<file path="src/rtl/sram_ctrl_pkg.sv">
package sram_ctrl_pkg;

  typedef enum logic [2:0] {
    ST_IDLE,
    ST_READ,
    ST_WRITE,
    ST_RET,
    ST_RECOV
  } state_e;

  // round a nanosecond limit up to whole clock cycles
  function automatic int unsigned ns2cyc(input int unsigned ns, input int unsigned clk_ns);
    return (ns + clk_ns - 1) / clk_ns;
  endfunction

  function automatic int unsigned umax(input int unsigned a, input int unsigned b);
    return (a > b) ? a : b;
  endfunction

endpackage

</file>
<file path="src/rtl/sram_phase_timer.sv">
module sram_phase_timer #(
  parameter int unsigned CNT_W = 8
) (
  input  logic             clk_i,
  input  logic             rst_ni,
  input  logic             load_i,
  input  logic [CNT_W-1:0] load_val_i,
  output logic [CNT_W-1:0] cnt_o,
  output logic             zero_o
);

  logic [CNT_W-1:0] cnt_q;

  always_ff @(posedge clk_i or negedge rst_ni) begin
    if (!rst_ni)            cnt_q <= '0;
    else if (load_i)        cnt_q <= load_val_i;
    else if (cnt_q != '0)   cnt_q <= cnt_q - 1'b1;
  end

  assign cnt_o  = cnt_q;
  assign zero_o = (cnt_q == '0);

endmodule

</file>
<file path="src/rtl/sram_pin_ctrl.sv">
module sram_pin_ctrl
  import sram_ctrl_pkg::*;
#(
  parameter int unsigned CNT_W  = 8,
  parameter int unsigned WR_CYC = 4,
  parameter int unsigned TA_CYC = 2
) (
  input  logic             clk_i,
  input  logic             rst_ni,
  input  state_e           state_i,
  input  logic [CNT_W-1:0] cnt_i,
  output logic             ce1_no,
  output logic             ce2_o,
  output logic             we_no,
  output logic             oe_no,
  output logic             dq_oe_o
);

  // counter runs WR_CYC-1 .. 0; drivers on once TA_CYC cycles elapsed
  localparam logic [CNT_W-1:0] DRV_FROM = CNT_W'(WR_CYC - 1 - TA_CYC);

  logic sel;

  always_comb begin
    sel     = (state_i == ST_READ) || (state_i == ST_WRITE);
    ce1_no  = !sel;
    ce2_o   = sel;
    we_no   = (state_i != ST_WRITE);
    oe_no   = (state_i != ST_READ);
    dq_oe_o = (state_i == ST_WRITE) && (cnt_i <= DRV_FROM);
  end


  wr_oe_high_chk: assert property (@(posedge clk_i) disable iff (!rst_ni)
    !we_no |-> oe_no);


  drv_in_write_chk: assert property (@(posedge clk_i) disable iff (!rst_ni)
    dq_oe_o |-> (!we_no && oe_no && !ce1_no && ce2_o));


  drv_turnaround_chk: assert property (@(posedge clk_i) disable iff (!rst_ni)
    (TA_CYC > 0 && $rose(dq_oe_o)) |-> $past(!we_no));

endmodule

</file>
<file path="src/rtl/sram_ctrl.sv">
module sram_ctrl
  import sram_ctrl_pkg::*;
#(
  parameter int unsigned CLK_NS   = 20,
  parameter int unsigned ADDR_W   = 17,
  parameter int unsigned DATA_W   = 8,
  parameter int unsigned T_RC     = 70,
  parameter int unsigned T_AA     = 70,
  parameter int unsigned T_DOE    = 35,
  parameter int unsigned T_WC     = 70,
  parameter int unsigned T_PWE    = 50,
  parameter int unsigned T_AW     = 60,
  parameter int unsigned T_SCE    = 60,
  parameter int unsigned T_SD     = 30,
  parameter int unsigned T_HZ     = 25,
  parameter int unsigned RECOV_NS = 5000000
) (
  input  logic              clk_i,
  input  logic              rst_ni,
  input  logic              req_valid_i,
  output logic              req_ready_o,
  input  logic              req_we_i,
  input  logic [ADDR_W-1:0] req_addr_i,
  input  logic [DATA_W-1:0] req_wdata_i,
  output logic              rsp_valid_o,
  output logic [DATA_W-1:0] rsp_rdata_o,
  input  logic              pd_req_i,
  output logic              ret_o,
  output logic [ADDR_W-1:0] mem_addr_o,
  output logic              mem_ce1_no,
  output logic              mem_ce2_o,
  output logic              mem_we_no,
  output logic              mem_oe_no,
  output logic [DATA_W-1:0] mem_dq_o,
  output logic              mem_dq_oe_o,
  input  logic [DATA_W-1:0] mem_dq_i
);

  localparam int unsigned TA_CYC  = ns2cyc(T_HZ, CLK_NS);
  localparam int unsigned RD_CYC  = umax(1, umax(ns2cyc(T_RC, CLK_NS),
                                    umax(ns2cyc(T_AA, CLK_NS), ns2cyc(T_DOE, CLK_NS))));
  localparam int unsigned WR_CYC  = umax(TA_CYC + umax(1, ns2cyc(T_SD, CLK_NS)),
                                    umax(ns2cyc(T_WC, CLK_NS), umax(ns2cyc(T_PWE, CLK_NS),
                                    umax(ns2cyc(T_AW, CLK_NS), ns2cyc(T_SCE, CLK_NS)))));
  localparam int unsigned REC_CYC = ns2cyc(RECOV_NS, CLK_NS);
  localparam int unsigned MAX_CYC = umax(REC_CYC, umax(RD_CYC, WR_CYC));
  localparam int unsigned CNT_W   = $clog2(MAX_CYC + 1);

  state_e            state_q, state_d;
  logic              ld;
  logic [CNT_W-1:0]  ld_val, cnt;
  logic              cnt_zero, accept;
  logic [ADDR_W-1:0] addr_q;
  logic [DATA_W-1:0] wdata_q, rdata_q;
  logic              rsp_q;

  assign req_ready_o = (state_q == ST_IDLE) && !pd_req_i;
  assign accept      = req_valid_i && req_ready_o;

  always_comb begin
    state_d = state_q;
    ld      = 1'b0;
    ld_val  = '0;
    unique case (state_q)
      ST_IDLE: begin
        if (pd_req_i) begin
          state_d = ST_RET;
        end else if (req_valid_i) begin
          state_d = req_we_i ? ST_WRITE : ST_READ;
          ld      = 1'b1;
          ld_val  = req_we_i ? CNT_W'(WR_CYC - 1) : CNT_W'(RD_CYC - 1);
        end
      end
      ST_READ, ST_WRITE, ST_RECOV: begin
        if (cnt_zero) state_d = ST_IDLE;
      end
      ST_RET: begin
        if (!pd_req_i) begin
          if (REC_CYC == 0) begin
            state_d = ST_IDLE;
          end else begin
            state_d = ST_RECOV;
            ld      = 1'b1;
            ld_val  = CNT_W'(REC_CYC - 1);
          end
        end
      end
      default: state_d = ST_IDLE;
    endcase
  end

  always_ff @(posedge clk_i or negedge rst_ni) begin
    if (!rst_ni) begin
      state_q <= ST_IDLE;
      addr_q  <= '0;
      wdata_q <= '0;
      rdata_q <= '0;
      rsp_q   <= 1'b0;
    end else begin
      state_q <= state_d;
      rsp_q   <= 1'b0;
      if (accept) begin
        addr_q  <= req_addr_i;
        wdata_q <= req_wdata_i;
      end
      // sample on last read cycle
      if (state_q == ST_READ && cnt_zero) begin
        rdata_q <= mem_dq_i;
        rsp_q   <= 1'b1;
      end
    end
  end

  sram_phase_timer #(.CNT_W(CNT_W)) u_timer (
    .clk_i      (clk_i),
    .rst_ni     (rst_ni),
    .load_i     (ld),
    .load_val_i (ld_val),
    .cnt_o      (cnt),
    .zero_o     (cnt_zero)
  );

  sram_pin_ctrl #(.CNT_W(CNT_W), .WR_CYC(WR_CYC), .TA_CYC(TA_CYC)) u_pins (
    .clk_i   (clk_i),
    .rst_ni  (rst_ni),
    .state_i (state_q),
    .cnt_i   (cnt),
    .ce1_no  (mem_ce1_no),
    .ce2_o   (mem_ce2_o),
    .we_no   (mem_we_no),
    .oe_no   (mem_oe_no),
    .dq_oe_o (mem_dq_oe_o)
  );

  assign mem_addr_o  = addr_q;
  assign mem_dq_o    = wdata_q;
  assign rsp_valid_o = rsp_q;
  assign rsp_rdata_o = rdata_q;
  assign ret_o       = (state_q == ST_RET);


  accept_busy_chk: assert property (@(posedge clk_i) disable iff (!rst_ni)
    accept |=> !req_ready_o);


  rsp_pulse_chk: assert property (@(posedge clk_i) disable iff (!rst_ni)
    rsp_valid_o |=> !rsp_valid_o);


  ret_deselect_chk: assert property (@(posedge clk_i) disable iff (!rst_ni)
    ret_o |-> (mem_ce1_no && !mem_ce2_o && mem_we_no && !req_ready_o));


  pd_wins_chk: assert property (@(posedge clk_i) disable iff (!rst_ni)
    (pd_req_i && req_ready_o) |-> 1'b0);

endmodule

</file>
<file path="config.mk">
export PLATFORM = sky130hd
export DESIGN_NAME = sram_ctrl
export DESIGN_NICKNAME = d
export VERILOG_FILES = /design/src/rtl/sram_ctrl_pkg.sv /design/src/rtl/sram_phase_timer.sv /design/src/rtl/sram_pin_ctrl.sv /design/src/rtl/sram_ctrl.sv
export SDC_FILE = /design/constraint.sdc
export NUM_CORES = 1
export LEC_CHECK = 0
export BUFFER_PORTS_ARGS = -buffer_cell sky130_fd_sc_hd__buf_2
export CAP_MARGIN = 20
export CORE_UTILIZATION = 45
export CTS_BUF_LIST = sky130_fd_sc_hd__clkbuf_4
export DETAILED_ROUTE_END_ITERATION = 10
export HOLD_SLACK_MARGIN = 0.06
export PLACE_DENSITY = 0.75
export SLEW_MARGIN = 10
export SYNTH_ARGS = -nofsm -noshare
export SYNTH_HDL_FRONTEND = slang
export SYNTH_SLANG_ARGS = --single-unit
</file>
<file path="constraint.sdc">
create_clock -name clk_i -period 2.1 [get_ports clk_i]
set_input_delay 0.105 -clock clk_i [delete_from_list [all_inputs] [get_ports clk_i]]
set_output_delay 0.105 -clock clk_i [all_outputs]
set_load 0.02 [all_outputs]
</file>
# After elaboration in Yosys (flattened, before gate mapping)

Index checks and enable logic that the tools add are counted.

Bits of input ports: 38
Flip-flop bits (word level): 55

Equal/unequal tests: 9
$lt $le $gt $ge: 1
Muxes and demuxes: 17
$add $sub $neg: 1
Reduce and logical (&&, ||, !) cells: 13

Operators by type and width:

| kind                                                                     | count |
|---|---|
| 18-bit two-way mux                                                       | 3 |
| 18-bit one-hot mux with 2 select lines                                   | 1 |
| 18-bit by 1-bit <= comparator with 1-bit output (second input constant)  | 1 |
| 18-bit zero test                                                         | 1 |
| 18-bit nonzero test                                                      | 1 |
| 18-bit by 1-bit subtractor with 18-bit output (second input constant)    | 1 |
| 3-bit two-way mux                                                        | 4 |
| 3-bit one-hot mux with 3 select lines                                    | 1 |
| 3-bit by 2-bit equality test with 1-bit output (second input constant)   | 2 |
| 2-bit two-way mux                                                        | 3 |
| 1-bit logical AND                                                        | 4 |
| 1-bit two-way mux                                                        | 4 |
| 2-bit inequality test (second input constant)                            | 2 |
| 3-bit by 1-bit equality test with 1-bit output (second input constant)   | 1 |
| 3-bit equality test (second input constant)                              | 1 |
| 3-bit zero test                                                          | 1 |
| 3-bit by 1-bit inequality test with 1-bit output (second input constant) | 1 |
| 3-bit by 2-bit inequality test with 1-bit output (second input constant) | 1 |
| 3-bit inequality test (second input constant)                            | 1 |
| 3-bit AND reduction                                                      | 1 |
| 3-bit OR reduction                                                       | 1 |
| 1-bit zero test                                                          | 2 |
| 1-bit one-hot mux with 2 select lines                                    | 1 |
| 2-bit nonzero test                                                       | 1 |
| 1-bit logical OR                                                         | 1 |

# Logic depth before layout (Yosys ltp)

Gate-level depths: netlist of the first run.

Depth after elaboration: 4
Gate-level depth with buffers: 10
Gate-level depth less buffers: 7

# Hierarchy

Synthesis of the first run repeated with hierarchy kept, for this count alone.

Cell total of the unflattened synthesis: 235
Area, all modules: 2761.4 µm²

Modules (own cells, without submodules):

| module           | seq. area each (µm²) | cells an instance | area an instance (µm²) | times used |
|---|---|---|---|---|
| sram_ctrl        | 925.9                | 96                | 1550.2                 | 1 |
| sram_phase_timer | 450.4                | 127               | 1141.1                 | 1 |
| sram_pin_ctrl    | 0.0                  | 12                | 70.1                   | 1 |

# Worst setup path before layout of the first run

No wires, ideal clock.

Kind: reg-to-reg
Start point: register state_q[1]
End point: register addr_q[0], in the netlist mem_addr_o[0]
Path buffers: 2
Path slack: -84 ps
Cell stages (with the launch flop): 7
Required time: 1983 ps
Data arrival time: 2067 ps
Clock period less this slack: 2184 ps
Cell sequence: dfrtp_1 -> buf_4 -> nor4_1 -> nand2_1 -> clkbuf_1 -> nand2_1 -> nand2_1

Cells in the longest elaborated chain, start to end: 3

RTL lines:

| what                   | line             | text |
|---|---|---|
| start, declared        | sram_ctrl.sv:49  | `state_e state_q, state_d;` |
| start signal, assigned | sram_ctrl.sv:100 | `state_q <= state_d;` |
| 3-bit zero test        | sram_ctrl.sv:57  | `assign req_ready_o = (state_q == ST_IDLE) && !pd_req_i;` |
| 1-bit logical AND      | sram_ctrl.sv:57  |  |
| via req_ready_o        | sram_ctrl.sv:21  | `output logic req_ready_o,` |
| 1-bit logical AND      | sram_ctrl.sv:58  | `assign accept = req_valid_i && req_ready_o;` |
| end signal, assigned   | sram_ctrl.sv:103 | `addr_q <= req_addr_i;` |
| end, declared          | sram_ctrl.sv:53  | `logic [ADDR_W-1:0] addr_q;` |

The timed path passes the listed nets, and every way through them passes these cells.
A chain may end at the register's enable or synchronous reset.

# Final worst setup path of the first run

Start point: register u_timer.cnt_q[0], in the netlist u_timer.cnt_o[0]
End point: register state_q[1]

Cells in the longest elaborated chain, start to end: 3

RTL lines:

| what                            | line                   | text |
|---|---|---|
| start, declared                 | sram_phase_timer.sv:12 | `logic [CNT_W-1:0] cnt_q;` |
| start signal, assigned          | sram_phase_timer.sv:16 | `else if (load_i) cnt_q <= load_val_i;` |
| start signal, assigned          | sram_phase_timer.sv:17 | `else if (cnt_q != '0) cnt_q <= cnt_q - 1'b1;` |
| 18-bit zero test                | sram_phase_timer.sv:21 | `assign zero_o = (cnt_q == '0);` |
| 2-bit inequality test (no line) | -                      |  |
| 3-bit AND reduction (no line)   | -                      |  |

Every way passes these cells.

==> results_dict.tcl, run 1 <==
set metrics [dict create \
    diodes 0 \
    track_usage_pct 22.0 \
    hold_violations 0 \
    crit_family "simple AND/OR/NAND/NOR gates" \
    critPathLaunch "u_timer.cnt_o[0]$_DFFE_PN0P_" \
    ys_types 41 \
    wl_per_cell_um 13.0 \
    grt_pass1_vias 2361 \
    r2r_start "u_timer.cnt_o[0]$_DFFE_PN0P_" \
    cp.arrival_ns 2.23 \
    hold_class "in2reg" \
    period_needed_ns 2.01 \
    io_pins 79 \
    cp.required_ns 2.32 \
    fin_nets 421 \
    path_cells "inv_1, ha_1, nor3b_1, and4b_1, and2_1, a2111oi_1" \
    netlist_area_mm2 0.00251 \
    sw_frac_of_total_pct 42.3 \
    numCtsBuffers 5 \
    drc_errors 0 \
    fmax_ghz 0.498 \
    worstSetupEndpointType "flip-flop" \
    tns_ns 0 \
    crit_fanout 6 \
    postPlaceCellArea_mm2 0.00306 \
    period_share_pct 95.6 \
    async_reset_ff_share_pct 100 \
    cts_tree "yes" \
    grt_first_pass_wirelength_um 10400 \
    pwr-share-comb_pct 45.5 \
    firstDrtPassIters 4 \
    max-cap-violations 0 \
    synth_edf_count 0 \
    clk_root_buffer_cell "clkbuf_4" \
    yosys_warnings 0 \
    crit_cells 6 \
    drive_gt1_share_pct 30.9 \
    portBuffers 78 \
    max_stage_delay_ns 0.52 \
    die_h_um 76.7 \
    antenna_found_initial 0 \
    path_buf_inv 1 \
    r2r_slack_ns 0.09 \
    vias_per_cell 4.98 \
    clk_pin_slew_worst_paths_ns 0.17 \
    ys_seq_elements 55 \
    p_leak_nw 1.82 \
    ir_drop_uv 839 \
    seqPwrFrac_pct 41.1 \
    power.internal_mw 2.55 \
    die-area_mm2 0.00588 \
    synth_ff_type "dfrtp_1" \
    row_count 26 \
    total_power_mw 4.43 \
    design_area_mm2 0.00351 \
    num_vias 2250 \
    gp_congestion 0.811 \
    seq_area_frac_synth_pct 54.8 \
    clockPowerShare_pct 13.5 \
    grt_max_degree 31 \
    reg2reg_to "state_q[1]$_DFFE_PN0P_" \
    worst_pin_slew_ns 0.588 \
    drt_wl_total_um 5870 \
    numClockSinks 55 \
    gr-total-overflow 0 \
    synth_area_per_cell_um2 9.73 \
    status "finished, final reports clean" \
    reg2regPathDepth 6 \
    clockBufferDepth 2 \
    finalSetupViolCount 0 \
    syn_nets 298 \
    die_w_um 76.7 \
    switchingPower_mw 1.88 \
    path_class "reg2reg" \
    clock_latency_ns 0.38 \
    hpwl_um 3830 \
    antenna_left 0 \
    syn_to_final_growth_pct 39.7 \
    initial_utilization_pct 47.9 \
    drtIter0Drc 160 \
    core_area_mm2 0.00524 \
    syn_inst 258 \
    worstSetupStartpointType "flip-flop" \
    htreeDepth 2 \
    drv_slew 0 \
    power_density_mw_per_mm2 1260 \
    endpoint "state_q[1]$_DFFE_PN0P_" \
    crit_path_top_delay_cell "a2111oi_1" \
    slew_headroom_pct 60.8 \
    clock_skew_ns 0.0227 \
]
## cell type report
| type | count | area (µm²) |
|---|---|---|
| inverter | 4 | 15.0 |
| fill | 403 | 1730 |
| sequential | 55 | 1380 |
| clock buffer | 6 | 45.0 |
| multi-input combinational | 190 | 1100 |
| clock inverter | 2 | 38.8 |
| timing repair buffer | 125 | 841 |
| tap | 70 | 87.6 |
## power by group through the flow
stage | clock (mW) | combinational [mW] | sequential, mW
final | 0.596 | 2.01 | 1.82
after global routing | 0.643 | 2.24 | 1.88
after CTS | 0.610 | 1.96 | 1.82
after floorplan | 0 | 1.00 | 2.07
after global placement | 0 | 1.86 | 1.82
after detailed placement | 0 | 1.90 | 1.83
## tightest hold or removal path, cell delays in order
cell and delay, ns:
buf_2 0.13, nand2_1 0.11, nand3b_1 0.10, nand3_1 0.07
## timing repair
action	CTS	global route
resized for setup	1	3
hold buffers	34	0
hold endpoints to repair	58	0
pin swaps	0	2
endpoints found under the setup margin	1	2
buffers inserted	0	1
## layout by cell type (no fill, tap or decap), types with 2 or more instances in the layout
| master | count |
|---|---|
| nor3_2 | 3 |
| nand2_1 | 85 |
| and2_1 | 3 |
| nor2_1 | 20 |
| nor3_1 | 3 |
| xnor2_1 | 5 |
| nand2b_1 | 2 |
| nor4_2 | 2 |
| xor2_1 | 10 |
| nand4b_1 | 2 |
| nor4_4 | 2 |
| mux2_2 | 8 |
| or3b_4 | 2 |
| nor4_1 | 2 |
| nand3_1 | 5 |
| dlygate4sd3_1 | 34 |
| o21ai_0 | 9 |
| nand4_1 | 4 |
| buf_4 | 12 |
| dfrtp_1 | 55 |
| ha_1 | 2 |
| inv_1 | 4 |
| clkbuf_4 | 6 |
| buf_2 | 78 |
| a21oi_1 | 4 |
| nand3b_1 | 2 |
## routing by layer
layer / GRT usage (%) / routed length (µm) / vias up
li1: - / - / 1100
met1: 27.4 / 2530 / 1055
met2: 38.8 / 2920 / 86
met3: 4.52 / 332 / 9
met4: 5.77 / 86 / 0
met5: 0 / 0 / -
## stage by stage
stage,hold slack [ns],util (%),worst slack [ns],std cells
after CTS,0.152,66.5,0.0560,451
after floorplan,-0.191,-,0.0672,258
after detailed placement,0.142,58.3,0.150,409
after global routing,0.186,67.0,-0.0156,452
after global placement,0.150,58.3,0.213,409
final,0.155,67.0,0.0924,452
## state kept, by name, summed over array words and instances (netlist names)
signal,cells
mem_addr_o,17
rsp_rdata_o,8
rsp_valid_o,1
mem_dq_o,8
state_q,3
u_timer.cnt_o,18
## Yosys cell counts, types with 2 or more instances
master	instances	share of area, %
nand3_1	5	1.0
nand4b_1	2	0.70
a21oi_1	4	0.80
clkbuf_2	2	0.40
nand4_1	4	1.0
and2_1	3	0.75
nand3b_1	2	0.60
nor3_1	4	0.80
nor2_1	20	3.0
ha_1	2	1.0
nand2b_1	2	0.50
inv_1	4	0.60
nor4_4	2	1.7
nor4_1	4	1.0
buf_2	4	0.80
nand2_1	85	13
o21ai_0	9	1.8
mux2_2	8	3.6
clkbuf_1	2	0.30
xor2_1	10	3.5
dfrtp_1	55	55
nor3_2	2	0.80
xnor2_1	5	1.7
## kinds of logic (layout without fill, tap and decap cells)
family          Yosys count  in the layout  share of synthesized area (%)
fa+ha+maj                 2              2                          0.996
mux                       8              8                           3.59
flops                    55             55                           54.8
xor+xnor                 15             15                           5.23
simple gates            142            142                           27.2
compound gates           23             23                           5.83
buf+inv                  13            137                           2.39
## worst min-delay path by stage
stage,startpoint,endpoint,slack (ns),cells past startpoint
global placement,rst_ni,u_timer.cnt_o[11]$_DFFE_PN0P_,0.15,1
CTS,req_valid_i,u_timer.cnt_o[2]$_DFFE_PN0P_,0.15,4
finish,req_valid_i,u_timer.cnt_o[2]$_DFFE_PN0P_,0.16,4
floorplan,rst_ni,mem_addr_o[0]$_DFFE_PN0P_,-0.19,0
global route,req_we_i,state_q[0]$_DFFE_PN0P_,0.19,6
detailed placement,rst_ni,u_timer.cnt_o[11]$_DFFE_PN0P_,0.14,1
Note: power is estimated with default switching activity, not from simulation.
==> run 2, diff against run 1 <==
- CORE_MARGIN: unset -> 2
- CORE_UTILIZATION: 45 -> 47
- PLACE_DENSITY: 0.75 -> 0.78
==> run 2 against run 1 <==
  * Die area rose by 1.0%
  * Via count rose by 1.3%
  * Total power is 1.1% higher
  * Clock skew down 0.013 ns
  * Register-to-register slack improved by 0.03 ns
  * Cell area is 0.54% higher
  * Global-route usage fell by 0.54 points
  * Flip-flop and latch count unchanged
  * Clock power rose by 2%
  * Worst hold slack worse by 0.027 ns
  * Critical path type unchanged
==> results_dict.tcl, run 2 (synthesis results as in run 1) <==
set metrics [dict create \
    status "finished, final reports clean" \
    crit_fanout 7 \
    hold_class "in2reg" \
    r2r_start "u_timer.cnt_o[0]$_DFFE_PN0P_" \
    gr-total-overflow 0 \
    layout_common_cells "nand2_1, buf_2, dfrtp_1" \
    clock_latency_ns 0.38 \
    grt_first_pass_wirelength_um 10300 \
    wl_per_cell_um 13.3 \
    clock_skew_ns 0.00988 \
    ir_drop_uv 754 \
    worstSetupEndpointType "flip-flop" \
    crit_path_top_delay_cell "dfrtp_1" \
    cts_tree "yes" \
    reg2reg_to "state_q[1]$_DFFE_PN0P_" \
    antenna_left 0 \
    fmax_ghz 0.505 \
    seqPwrFrac_pct 40.8 \
    clk_pin_slew_worst_paths_ns 0.15 \
    period_needed_ns 1.98 \
    io_pins 79 \
    finish.utilization_pct 68.6 \
    switchingPower_mw 1.90 \
    drive_gt1_share_pct 32.3 \
    sw_frac_of_total_pct 42.4 \
    max_stage_delay_ns 0.43 \
    power.internal_mw 2.58 \
    cp.arrival_ns 2.25 \
    period_share_pct 94.4 \
    portBuffers 78 \
    core_area_mm2 0.00514 \
    slew_headroom_pct 58.7 \
    max-cap-violations 0 \
    drtIter0Drc 94 \
    p_leak_nw 1.83 \
    clockBufferDepth 2 \
    drc_errors 0 \
    critPathLaunch "u_timer.cnt_o[0]$_DFFE_PN0P_" \
    numCtsBuffers 5 \
    die_h_um 77.1 \
    rsz0062_at_grt "false" \
    reg2regPathDepth 7 \
    worstSetupStartpointType "flip-flop" \
    row_count 26 \
    finalSetupViolCount 0 \
    drv_slew 0 \
    largest_register_ff_count 18 \
    clk_root_buffer_cell "clkbuf_4" \
    fin_nets 423 \
    grt_pass1_vias 2329 \
    total_power_mw 4.48 \
    grt_max_degree 31 \
    htreeDepth 2 \
    die-area_mm2 0.00594 \
    hold_depth 3 \
    r2r_slack_ns 0.12 \
    drt_wl_total_um 6040 \
    syn_to_final_growth_pct 40.5 \
    clockPowerShare_pct 13.6 \
    num_vias 2280 \
    numClockSinks 55 \
    die_w_um 77.1 \
    firstDrtPassIters 4 \
    worstHoldStart "req_we_i" \
    whs_endpoint "state_q[1]$_DFFE_PN0P_" \
    tns_ns 0 \
    diodes 0 \
    path_cells "inv_1, ha_1, buf_4, nor3b_2, and4b_1, and2_2, a2111oi_0" \
    track_usage_pct 21.5 \
    hpwl_um 3870 \
    power_density_mw_per_mm2 1270 \
    initial_utilization_pct 48.9 \
    layout_commonest_cell "nand2_1" \
    worst_pin_slew_ns 0.619 \
    gp_congestion 0.821 \
    pwr-share-comb_pct 45.5 \
    path_class "reg2reg" \
    vias_per_cell 5.02 \
    cp.required_ns 2.37 \
    antenna_found_initial 0 \
    hold_violations 0 \
]
run 2: cell types whose count changed in the layout (fill, tap and decap cells not counted), sizes merged:
| cell | before | now |
|---|---|---|
| buf | 91 | 93 |
run 2: power by group through the flow:
stage	combinational, mW	clock, mW	sequential, mW
final	2.04	0.610	1.83
after CTS	1.99	0.624	1.81
after floorplan	1.00	0	2.07
after global routing	2.25	0.660	1.89
after detailed placement	1.94	0	1.83
after global placement	1.89	0	1.82
run 2: stage by stage:
stage / instances / setup WS [ns] / hold WS (ns) / area (µm²)
after floorplan: 258 / 0.0672 / -0.191 / 2520
after global placement: 411 / 0.198 / 0.147 / 3070
after detailed placement: 411 / 0.0881 / 0.149 / 3070
after CTS: 453 / 0.0659 / 0.117 / 3490
after global routing: 454 / 0.00684 / 0.156 / 3530
final: 454 / 0.118 / 0.128 / 3530
run 2: cell type report:
type | instances | area [µm²]
fill | 388 | 1610
clock inverter | 2 | 38.8
inverter | 4 | 15.0
tap | 70 | 87.6
clock buffer | 6 | 45.0
timing repair buffer | 127 | 856
sequential | 55 | 1380
multi-input combinational | 190 | 1100
run 2: worst max-delay path by stage:
stage / to / slack, ns / cells after the start
3_5_place_dp: u_timer.cnt_o[14]$_DFFE_PN0P_ / 0.09 / 9
5_1_grt: u_timer.cnt_o[12]$_DFFE_PN0P_ / 0.007 / 9
6_report: state_q[1]$_DFFE_PN0P_ / 0.12 / 7
4_1_cts: u_timer.cnt_o[1]$_DFFE_PN0P_ / 0.07 / 8
3_3_place_gp: rsp_rdata_o[5]$_DFFE_PN0P_ / 0.20 / 5
2_1_floorplan: rsp_rdata_o[0]$_DFFE_PN0P_ / 0.07 / 6
run 2: what timing repair did:
action | in CTS | in global routing
gates resized for setup | 0 | 7
endpoints found under the setup margin | 0 | 8
endpoints found under the hold margin | 58 | 0
hold buffers | 34 | 0
setup buffers | 0 | 1
run 2: layer usage:
layer / track usage [%] / part of all wire (%)
met5: 0 / 0
met4: 5.00 / 0.96
met1: 26.8 / 44
met2: 38.2 / 50
met3: 4.71 / 5.2
run 2: worst max-delay path: cells and delay by family (launching register included):
family / cells / cell delay [ns]
AOI/OAI and AO/OA: 1 / 0.37
adders and majority gates: 1 / 0.23
and+or+nand+nor: 3 / 0.60
buffers and inverters: 2 / 0.25
DFF: 1 / 0.43
